`src/rtl/gd_pkg.sv`:
```
package gd_pkg;
  localparam logic [3:0] TY_INTR = 4'hE;
  localparam logic [3:0] TY_TRAP = 4'hF;
  localparam logic [3:0] TY_TASK = 4'h5;
  localparam int TF_BIT = 8;
  localparam int IF_BIT = 9;

  typedef enum logic [1:0] {K_INTR, K_TRAP, K_TASK, K_BAD} gate_kind_e;
  typedef enum logic [1:0] {O_ENTRY, O_TASK, O_FAULT} outcome_e;
  typedef enum logic [1:0] {S_IDLE, S_PUSH, S_FIN} state_e;

  function automatic gate_kind_e kind_of(input logic [3:0] t);
    case (t)
      TY_INTR: return K_INTR;
      TY_TRAP: return K_TRAP;
      TY_TASK: return K_TASK;
      default: return K_BAD;
    endcase
  endfunction

  // flags loaded at handler entry: TF always off, IF off for interrupt gates
  function automatic logic [31:0] entry_flags(input logic [31:0] f, input logic clr_if);
    logic [31:0] r;
    r = f;
    r[TF_BIT] = 1'b0;
    if (clr_if) r[IF_BIT] = 1'b0;
    return r;
  endfunction

  // address of push slot k (0-based), pre-decrement by 4 per slot
  function automatic logic [31:0] slot_addr(input logic [31:0] sp, input logic [1:0] k);
    return sp - ((32'(k) + 32'd1) << 2);
  endfunction
endpackage

```
`src/rtl/gd_decode.sv`:
```
module gd_decode
  import gd_pkg::*;
(
  input  logic [3:0] gate_type,
  input  logic [1:0] tgt_dpl,
  input  logic       tgt_conforming,
  input  logic [1:0] cur_cpl,
  output outcome_e   outcome,
  output logic       clr_if,
  output logic [1:0] run_cpl
);
  gate_kind_e kind;
  logic       priv_bad;

  assign kind     = kind_of(gate_type);
  assign priv_bad = (tgt_dpl > cur_cpl);
  assign clr_if   = (kind == K_INTR);
  assign run_cpl  = tgt_conforming ? cur_cpl : tgt_dpl;

  always_comb begin
    case (kind)
      K_TASK:         outcome = O_TASK;
      K_INTR, K_TRAP: outcome = priv_bad ? O_FAULT : O_ENTRY;
      default:        outcome = O_FAULT;
    endcase
  end
endmodule

```
`src/rtl/gd_pusher.sv`:
```
module gd_pusher
  import gd_pkg::*;
#(
  parameter int DATA_W = 32,
  parameter int SEL_W  = 16
) (
  input  logic              clk,
  input  logic              rst_n,
  input  logic              start,
  input  logic              active,
  input  logic              has_err,
  input  logic [31:0]       sp,
  input  logic [DATA_W-1:0] flags,
  input  logic [SEL_W-1:0]  cs,
  input  logic [DATA_W-1:0] eip,
  input  logic [DATA_W-1:0] err,
  input  logic              wr_ready,
  output logic              wr_valid,
  output logic [31:0]       wr_addr,
  output logic [DATA_W-1:0] wr_data,
  output logic              last_fire,
  output logic [31:0]       sp_final
);
  logic [1:0] slot;
  logic [1:0] last_slot;
  logic       fire;

  assign last_slot = has_err ? 2'd3 : 2'd2;
  assign wr_valid  = active;
  assign fire      = active && wr_ready;
  assign last_fire = fire && (slot == last_slot);
  assign wr_addr   = slot_addr(sp, slot);
  assign sp_final  = slot_addr(sp, last_slot);

  always_comb begin
    case (slot)
      2'd0:    wr_data = flags;
      2'd1:    wr_data = DATA_W'(cs);
      2'd2:    wr_data = eip;
      default: wr_data = err;
    endcase
  end

  always_ff @(posedge clk or negedge rst_n) begin
    if (!rst_n)        slot <= 2'd0;
    else if (start)    slot <= 2'd0;
    else if (fire && !last_fire) slot <= slot + 2'd1;
  end
endmodule

```
`src/rtl/gate_dispatch.sv`:
```
module gate_dispatch
  import gd_pkg::*;
#(
  parameter int VEC_W  = 8,
  parameter int SEL_W  = 16,
  parameter int DATA_W = 32
) (
  input  logic              clk,
  input  logic              rst_n,
  input  logic              in_valid,
  output logic              in_ready,
  input  logic [VEC_W-1:0]  in_vector,
  input  logic [3:0]        gate_type,
  input  logic [SEL_W-1:0]  gate_sel,
  input  logic [DATA_W-1:0] gate_off,
  input  logic [1:0]        tgt_dpl,
  input  logic              tgt_conforming,
  input  logic [1:0]        cur_cpl,
  input  logic              err_valid,
  input  logic [DATA_W-1:0] err_code,
  input  logic [DATA_W-1:0] cur_flags,
  input  logic [SEL_W-1:0]  ret_cs,
  input  logic [DATA_W-1:0] ret_eip,
  input  logic [31:0]       cur_sp,
  output logic              busy,
  output logic              wr_valid,
  input  logic              wr_ready,
  output logic [31:0]       wr_addr,
  output logic [DATA_W-1:0] wr_data,
  output logic              entry_done,
  output logic [DATA_W-1:0] flags_out,
  output logic [SEL_W-1:0]  new_cs,
  output logic [DATA_W-1:0] new_eip,
  output logic [1:0]        new_cpl,
  output logic [31:0]       new_sp,
  output logic              task_req,
  output logic [SEL_W-1:0]  task_sel,
  output logic              task_err_valid,
  output logic [DATA_W-1:0] task_err_code,
  output logic              gp_fault,
  output logic [VEC_W-1:0]  gp_vector
);
  state_e   state;
  outcome_e dec_out, out_q;
  logic     dec_clr_if, clr_if_q;
  logic [1:0] dec_cpl, cpl_q;
  logic     accept, push_active, push_last;

  logic [VEC_W-1:0]  vec_q;
  logic [SEL_W-1:0]  sel_q, cs_q;
  logic [DATA_W-1:0] off_q, flags_q, eip_q, err_q;
  logic [31:0]       sp_q;
  logic              errv_q;

  gd_decode u_decode (
    .gate_type      (gate_type),
    .tgt_dpl        (tgt_dpl),
    .tgt_conforming (tgt_conforming),
    .cur_cpl        (cur_cpl),
    .outcome        (dec_out),
    .clr_if         (dec_clr_if),
    .run_cpl        (dec_cpl)
  );

  assign in_ready    = (state == S_IDLE);
  assign busy        = !in_ready;
  assign accept      = in_valid && in_ready;
  assign push_active = (state == S_PUSH);

  gd_pusher #(.DATA_W(DATA_W), .SEL_W(SEL_W)) u_pusher (
    .clk       (clk),
    .rst_n     (rst_n),
    .start     (accept),
    .active    (push_active),
    .has_err   (errv_q),
    .sp        (sp_q),
    .flags     (flags_q),
    .cs        (cs_q),
    .eip       (eip_q),
    .err       (err_q),
    .wr_ready  (wr_ready),
    .wr_valid  (wr_valid),
    .wr_addr   (wr_addr),
    .wr_data   (wr_data),
    .last_fire (push_last),
    .sp_final  (new_sp)
  );

  always_ff @(posedge clk or negedge rst_n) begin
    if (!rst_n) begin
      state <= S_IDLE;
      out_q <= O_ENTRY;
    end else begin
      case (state)
        S_IDLE: if (accept) begin
          out_q <= dec_out;
          state <= (dec_out == O_ENTRY) ? S_PUSH : S_FIN;
        end
        S_PUSH: if (push_last) state <= S_FIN;
        default: state <= S_IDLE;
      endcase
    end
  end

  always_ff @(posedge clk or negedge rst_n) begin
    if (!rst_n) begin
      vec_q <= '0; sel_q <= '0; cs_q <= '0; off_q <= '0; flags_q <= '0;
      eip_q <= '0; err_q <= '0; sp_q <= '0; errv_q <= 1'b0;
      clr_if_q <= 1'b0; cpl_q <= 2'd0;
    end else if (accept) begin
      vec_q <= in_vector; sel_q <= gate_sel; cs_q <= ret_cs; off_q <= gate_off;
      flags_q <= cur_flags; eip_q <= ret_eip; err_q <= err_code; sp_q <= cur_sp;
      errv_q <= err_valid; clr_if_q <= dec_clr_if; cpl_q <= dec_cpl;
    end
  end

  assign entry_done     = (state == S_FIN) && (out_q == O_ENTRY);
  assign task_req       = (state == S_FIN) && (out_q == O_TASK);
  assign gp_fault       = (state == S_FIN) && (out_q == O_FAULT);
  assign flags_out      = entry_flags(flags_q, clr_if_q);
  assign new_cs         = sel_q;
  assign new_eip        = off_q;
  assign new_cpl        = cpl_q;
  assign task_sel       = sel_q;
  assign task_err_valid = errv_q;
  assign task_err_code  = err_q;
  assign gp_vector      = vec_q;
endmodule

```
`config.mk`:
```
export PLATFORM = sky130hd
export DESIGN_NAME = gate_dispatch
export DESIGN_NICKNAME = d
export VERILOG_FILES = /design/src/rtl/gd_pkg.sv /design/src/rtl/gd_decode.sv /design/src/rtl/gd_pusher.sv /design/src/rtl/gate_dispatch.sv
export SDC_FILE = /design/constraint.sdc
export NUM_CORES = 1
export LEC_CHECK = 0
export BUFFER_PORTS_ARGS = -buffer_cell sky130_fd_sc_hd__buf_2
export CAP_MARGIN = 25
export CORE_AREA = 2 2 179 181
export DETAILED_ROUTE_END_ITERATION = 8
export DIE_AREA = 0 0 181 183
export SYNTH_ARGS = -nofsm -noshare
export SYNTH_HDL_FRONTEND = slang
export SYNTH_HIERARCHICAL = 1
export SYNTH_SLANG_ARGS = --single-unit
```
`constraint.sdc`:
```
create_clock -name clk -period 3.18 [get_ports clk]
set_clock_uncertainty 0.2 [all_clocks]
set_input_delay 0.636 -clock clk [delete_from_list [all_inputs] [get_ports clk]]
set_output_delay 0.636 -clock clk [all_outputs]
set_load 0.02 [all_outputs]
```
==> results <==
- The library cell contributing the largest single delay on the critical path is sky130_fd_sc_hd__dfrtp_1.
- The critical register-to-register path endpoint is task_err_code[15].
- For the worst-skew pair, the clock arrives at the later sink with an insertion delay of 520 ps.
- The switching share of total power is between 30 and 40%.
- In the final layout, the multi-input gates occupy 0.00562 mm^2.
- The via count of the first global-routing pass is between 8000 and 9000.
- For this design, the sink count on the clock tree is between 200 and 250.
- The count of input and output buffers is 453.
- Walking the worst path, the cells encountered are inv_2 -> ha_4 -> inv_4 -> buf_6 -> ha_4 -> nor2b_4 -> o21a_4 -> nor3_2 -> buf_4 -> buf_6 -> xor2_1 -> buf_4.
- The flip-flop and latch area is 0.00527 mm^2.
- The number of buffers created by CTS is 25.
- After synthesis the netlist holds a flip-flop and latch count of 210.
- The clock-pin slew reported for the worst setup and hold paths after clock tree synthesis is 70 ps.
- The global-route wire length before repair is ~50000 um.
- The number of fill cells is 2747.
- The type of origin of the critical path is a flip-flop.
- The region available for standard cell placement spans between 0.03 and 0.04 mm^2.
- Summed over all layers, the routed wires come to approximately 34000 um.
- The total non-filler cell area in the finished layout is between 0.015 and 0.02 mm^2.
- The initialized floorplan defines 65 standard-cell rows.
- Of the total power, combinational logic draws 45.2%.
- The initial utilization of the core area, before any placement, comes to around a third.
- The count of nets left with antenna violations once routing finished came out at 0.
- A synthesized cell averages approximately 13 um^2.
- In this run the worst path has a maximum fanout of 4.
- The post-route netlist has 69.6% of its cells at a drive strength greater than 1.
- The tree is rooted in a sky130_fd_sc_hd__clkbuf_16.
- The highest achievable clock rate is roughly 280 MHz.
- The number of placed I/O pins is roughly 460.
- The number of cell instances on the worst register-to-register path is 5.
- The die covers roughly 0.033 mm^2.
- VDD sags by at most 0.465 mV.
- The global-route total usage across every layer is a little under a fifth.
- The die is about 180 um tall.
- The number of hold-slack violations in the final timing report is 0.
- The worst setup margin is -357 ps.
- From synthesis to final layout, the design area changed by 41.9%.
- In the routed design, unresolved DRC markers number 0.
- The final reports fail on negative setup slack.
- The netlist area before placement is ~0.011 mm^2.
- Data on the critical path is required at its endpoint by between 2000 and 2500 ps.
- The initial antenna violation count came to 11.
- The Yosys step of the flow raised 6 warnings.
- The leading register cell type out of synthesis is sky130_fd_sc_hd__dfrtp_1.
- The H-tree level count is 1.
- TritonCTS built the clock tree.
- After synthesis, the share of flip-flops with an asynchronous set or reset is 100%.
- The worst min-delay path startpoint is ret_eip[11].
- The share of the clock period used by the worst path is 111%.
- The post-layout net count is about 1500.
- STA classifies the critical path endpoint as an output pin.
- Subtracting the final worst setup slack from the clock period gives 3540 ps.
- The cell area power density is 833 mW/mm^2.
- The die is about 180 um wide.
- When the netlist entered floorplanning its net count stood at around 1100.
- The maximum single-stage delay on the critical path is around 360 ps.
- The clock passes through at most 3 buffers.
- In this run, synthesis inferred 0 flip-flops with an integrated enable.
- The path with the worst hold slack has its endpoint at eip_q[11].
- The setup TNS is -6700 ps.
- The congestion estimate from routability-driven global placement came to 0.884.
- The critical path in this run is classified as flip-flop to output pin.
- The share of total power dissipated in sequential elements is 32.6%.
- The worst slew margin relative to its limit is between 50% and 60%.
- The setup violation total in the final timing report is 38.
- After global routing the overflow that remains totals 0.
- The analysis attributes to cell leakage a power of 7.55 nW.
- The flow ran to the end, but the final reports show violations.
- The min-delay analysis places its worst path in the category input pin to flip-flop.
- The startpoint of the worst register-to-register path is state[0].
- The post-detailed-placement cell area is around 0.013 mm^2.
- For this block, the initial DRC count from the detailed router was just under 400.
- The count of vias placed by the detailed router is 8507.
- After detailed routing, the number of vias per cell comes to between 4 and 5.
- Setup repair after global routing could not meet its margin everywhere.
- The net switching power is between 5 and 6 mW.
- The routed wirelength normalized by instance count is between 15 and 20 um.
- Max-cap violations in this run came to 0.
- Synthesis instantiated 48 different standard cells from the library.
- The critical path data arrival time is around 2700 ps.
- Entering global routing, the biggest net connects 79 pins.
- After synthesis, flip-flops and latches occupy between 40% and 50% of the total area.
- The part of the power in the clock network is approximately 22%.
- The detailed placement HPWL is around 23000 um.
- After technology mapping, the gate count stands at approximately 840.
- The internal portion of total power is between 7 and 8 mW.
- The first-pass iteration count of the detailed router is 5.
- The final number of max-transition violations is 0.
- The register-to-register path setup slack is about 800 ps.
- The hold-critical path depth is 2.
- The transition at the pin with the smallest max-transition slack is roughly 600 ps.
placed cells by master (no fill, tap or decap), types with 6 or more instances in the layout:
cell type,netlist,routed
sky130_fd_sc_hd__buf_2,9,409
sky130_fd_sc_hd__dfrtp_1,210,195
sky130_fd_sc_hd__mux2_4,129,129
sky130_fd_sc_hd__buf_4,53,96
sky130_fd_sc_hd__mux2_2,79,79
sky130_fd_sc_hd__nand2_1,47,31
sky130_fd_sc_hd__nor2_1,41,28
sky130_fd_sc_hd__clkbuf_16,0,26
sky130_fd_sc_hd__xor2_1,25,23
sky130_fd_sc_hd__o21ai_0,22,20
sky130_fd_sc_hd__buf_6,5,20
sky130_fd_sc_hd__a21oi_1,19,18
sky130_fd_sc_hd__xnor2_2,0,18
sky130_fd_sc_hd__a22oi_1,16,16
sky130_fd_sc_hd__a222oi_1,16,16
sky130_fd_sc_hd__dfrtp_2,0,15
sky130_fd_sc_hd__xnor2_1,32,13
sky130_fd_sc_hd__diode_2,0,10
sky130_fd_sc_hd__inv_1,16,10
sky130_fd_sc_hd__nand2_2,0,10
sky130_fd_sc_hd__buf_12,0,8
sky130_fd_sc_hd__nor4_4,1,8
sky130_fd_sc_hd__nor2_4,0,8
sky130_fd_sc_hd__ha_4,0,8
sky130_fd_sc_hd__clkinv_2,0,7
sky130_fd_sc_hd__nor3_2,1,6
sky130_fd_sc_hd__nand2_4,0,6
per-stage QoR:
step	std cells	total power, mW	worst slack [ps]	util [%]	hold slack [ps]
5_1_grt	1731	13.6	-461	49.7	116
3_3_place_gp	1631	9.21	-1.16	42.8	285
3_5_place_dp	1631	9.26	-5.23	42.8	290
2_1_floorplan	838	7.74	96.0	-	140
6_report	1731	12.9	-357	49.7	143
4_1_cts	1702	12.6	-321	47.5	113
metal layers:
| metal | share of wire [%] | global-route usage [%] |
|---|---|---|
| met1 | 40 | 23.6 |
| met2 | 49 | 31.5 |
| met3 | 6.8 | 3.97 |
| met4 | 3.4 | 6.47 |
| met5 | 0.027 | 0 |
area by class of cell:
type	instances	share of cell area, %
clock inverters	13	0.830
flip-flops and latches	210	34.0
well taps	402	3.24
inverters	17	0.467
multi-input cells	511	36.2
repair buffers	536	20.6
diodes	10	0.161
clock buffers	32	4.52
registers in the layout, summed over array words and instances (netlist names):
name / flops
cs_q: 16
eip_q: 32
state: 2
out_q: 2
clr_if_q: 1
task_err_code: 32
u_pusher/slot: 2
task_err_valid: 1
sp_q: 32
gp_vector: 8
new_cpl: 2
flags_q: 32
new_cs: 16
new_eip: 32
critical path, delay by kind of cell, from the launching register on:
kind,cells,cell delay (ps)
XOR/XNOR,1,140
flip-flops,1,360
AND/OR/NAND/NOR,2,300
buffers and inverters,6,710
adder cells (fa/ha/maj),2,470
AO/OA/AOI/OAI,1,210
how the worst max path moves through the flow:
| stage | start | end | slack [ps] | cells after the start |
|---|---|---|---|---|
| final | u_pusher/slot[0] | wr_addr[9] | -360 | 12 |
| after global routing | u_pusher/slot[1] | wr_addr[9] | -460 | 12 |
| after CTS | u_pusher/slot[0] | wr_addr[25] | -320 | 12 |
| after detailed placement | u_pusher/slot[0] | wr_addr[30] | -5 | 10 |
| after global placement | u_pusher/slot[0] | wr_addr[30] | -1 | 10 |
| after floorplan | u_pusher/slot[0] | wr_addr[22] | 100 | 9 |
power by group through the flow:
stage,clock network [mW],logic [mW],registers (mW)
6_report,2.87,5.85,4.22
5_1_grt,3.09,6.16,4.34
4_1_cts,2.96,5.46,4.20
3_5_place_dp,0,5.04,4.22
3_3_place_gp,0,5.02,4.19
2_1_floorplan,0,3.35,4.39
cells by family after synthesis:
family                     Yosys count  share of synthesized area [%]
buffers and inverters              117                           7.41
muxes                              208                           25.8
DFF                                210                           48.0
adders and majority gates           14                           1.74
xor gates and xnor gates            57                           4.56
other                                1                         0.0343
and+or+nand+nor                    153                           7.60
AOI/OAI and AO/OA                   78                           4.79
Yosys cell counts, types with 2 or more instances:
cell type / n / share of area, %
sky130_fd_sc_hd__dfrtp_1: 210 / 48
sky130_fd_sc_hd__mux2_4: 129 / 18
sky130_fd_sc_hd__mux2_2: 79 / 8.1
sky130_fd_sc_hd__buf_4: 53 / 3.6
sky130_fd_sc_hd__nand2_1: 47 / 1.6
sky130_fd_sc_hd__nor2_1: 41 / 1.4
sky130_fd_sc_hd__xnor2_1: 32 / 2.6
sky130_fd_sc_hd__xor2_1: 25 / 2.0
sky130_fd_sc_hd__clkbuf_1: 22 / 0.75
sky130_fd_sc_hd__o21ai_0: 22 / 1.0
sky130_fd_sc_hd__a21oi_1: 19 / 0.87
sky130_fd_sc_hd__a222oi_1: 16 / 1.5
sky130_fd_sc_hd__a22oi_1: 16 / 1.1
sky130_fd_sc_hd__inv_1: 16 / 0.55
sky130_fd_sc_hd__nor3_1: 14 / 0.64
sky130_fd_sc_hd__ha_1: 12 / 1.4
sky130_fd_sc_hd__buf_8: 11 / 1.5
sky130_fd_sc_hd__nand3_1: 11 / 0.50
sky130_fd_sc_hd__buf_2: 9 / 0.41
sky130_fd_sc_hd__nor2b_1: 6 / 0.34
sky130_fd_sc_hd__nor4_1: 6 / 0.34
sky130_fd_sc_hd__buf_6: 5 / 0.51
sky130_fd_sc_hd__nor4_2: 5 / 0.57
sky130_fd_sc_hd__a211oi_1: 2 / 0.14
sky130_fd_sc_hd__fa_1: 2 / 0.37
sky130_fd_sc_hd__nor3b_2: 2 / 0.23
sky130_fd_sc_hd__nor4b_1: 2 / 0.16
sky130_fd_sc_hd__nor4bb_1: 2 / 0.18
sky130_fd_sc_hd__o21a_1: 2 / 0.14
sky130_fd_sc_hd__or3_4: 2 / 0.21
what timing repair did:
action | CTS | global route
setup endpoints to repair | 60 | 58
hold endpoints to repair | 73 | 0
pin swaps | 31 | 53
hold buffers | 1 | 0
setup buffers | 25 | 19
gates cloned | 0 | 1
resized for setup | 115 | 110
(Power assumes the default switching activity.)
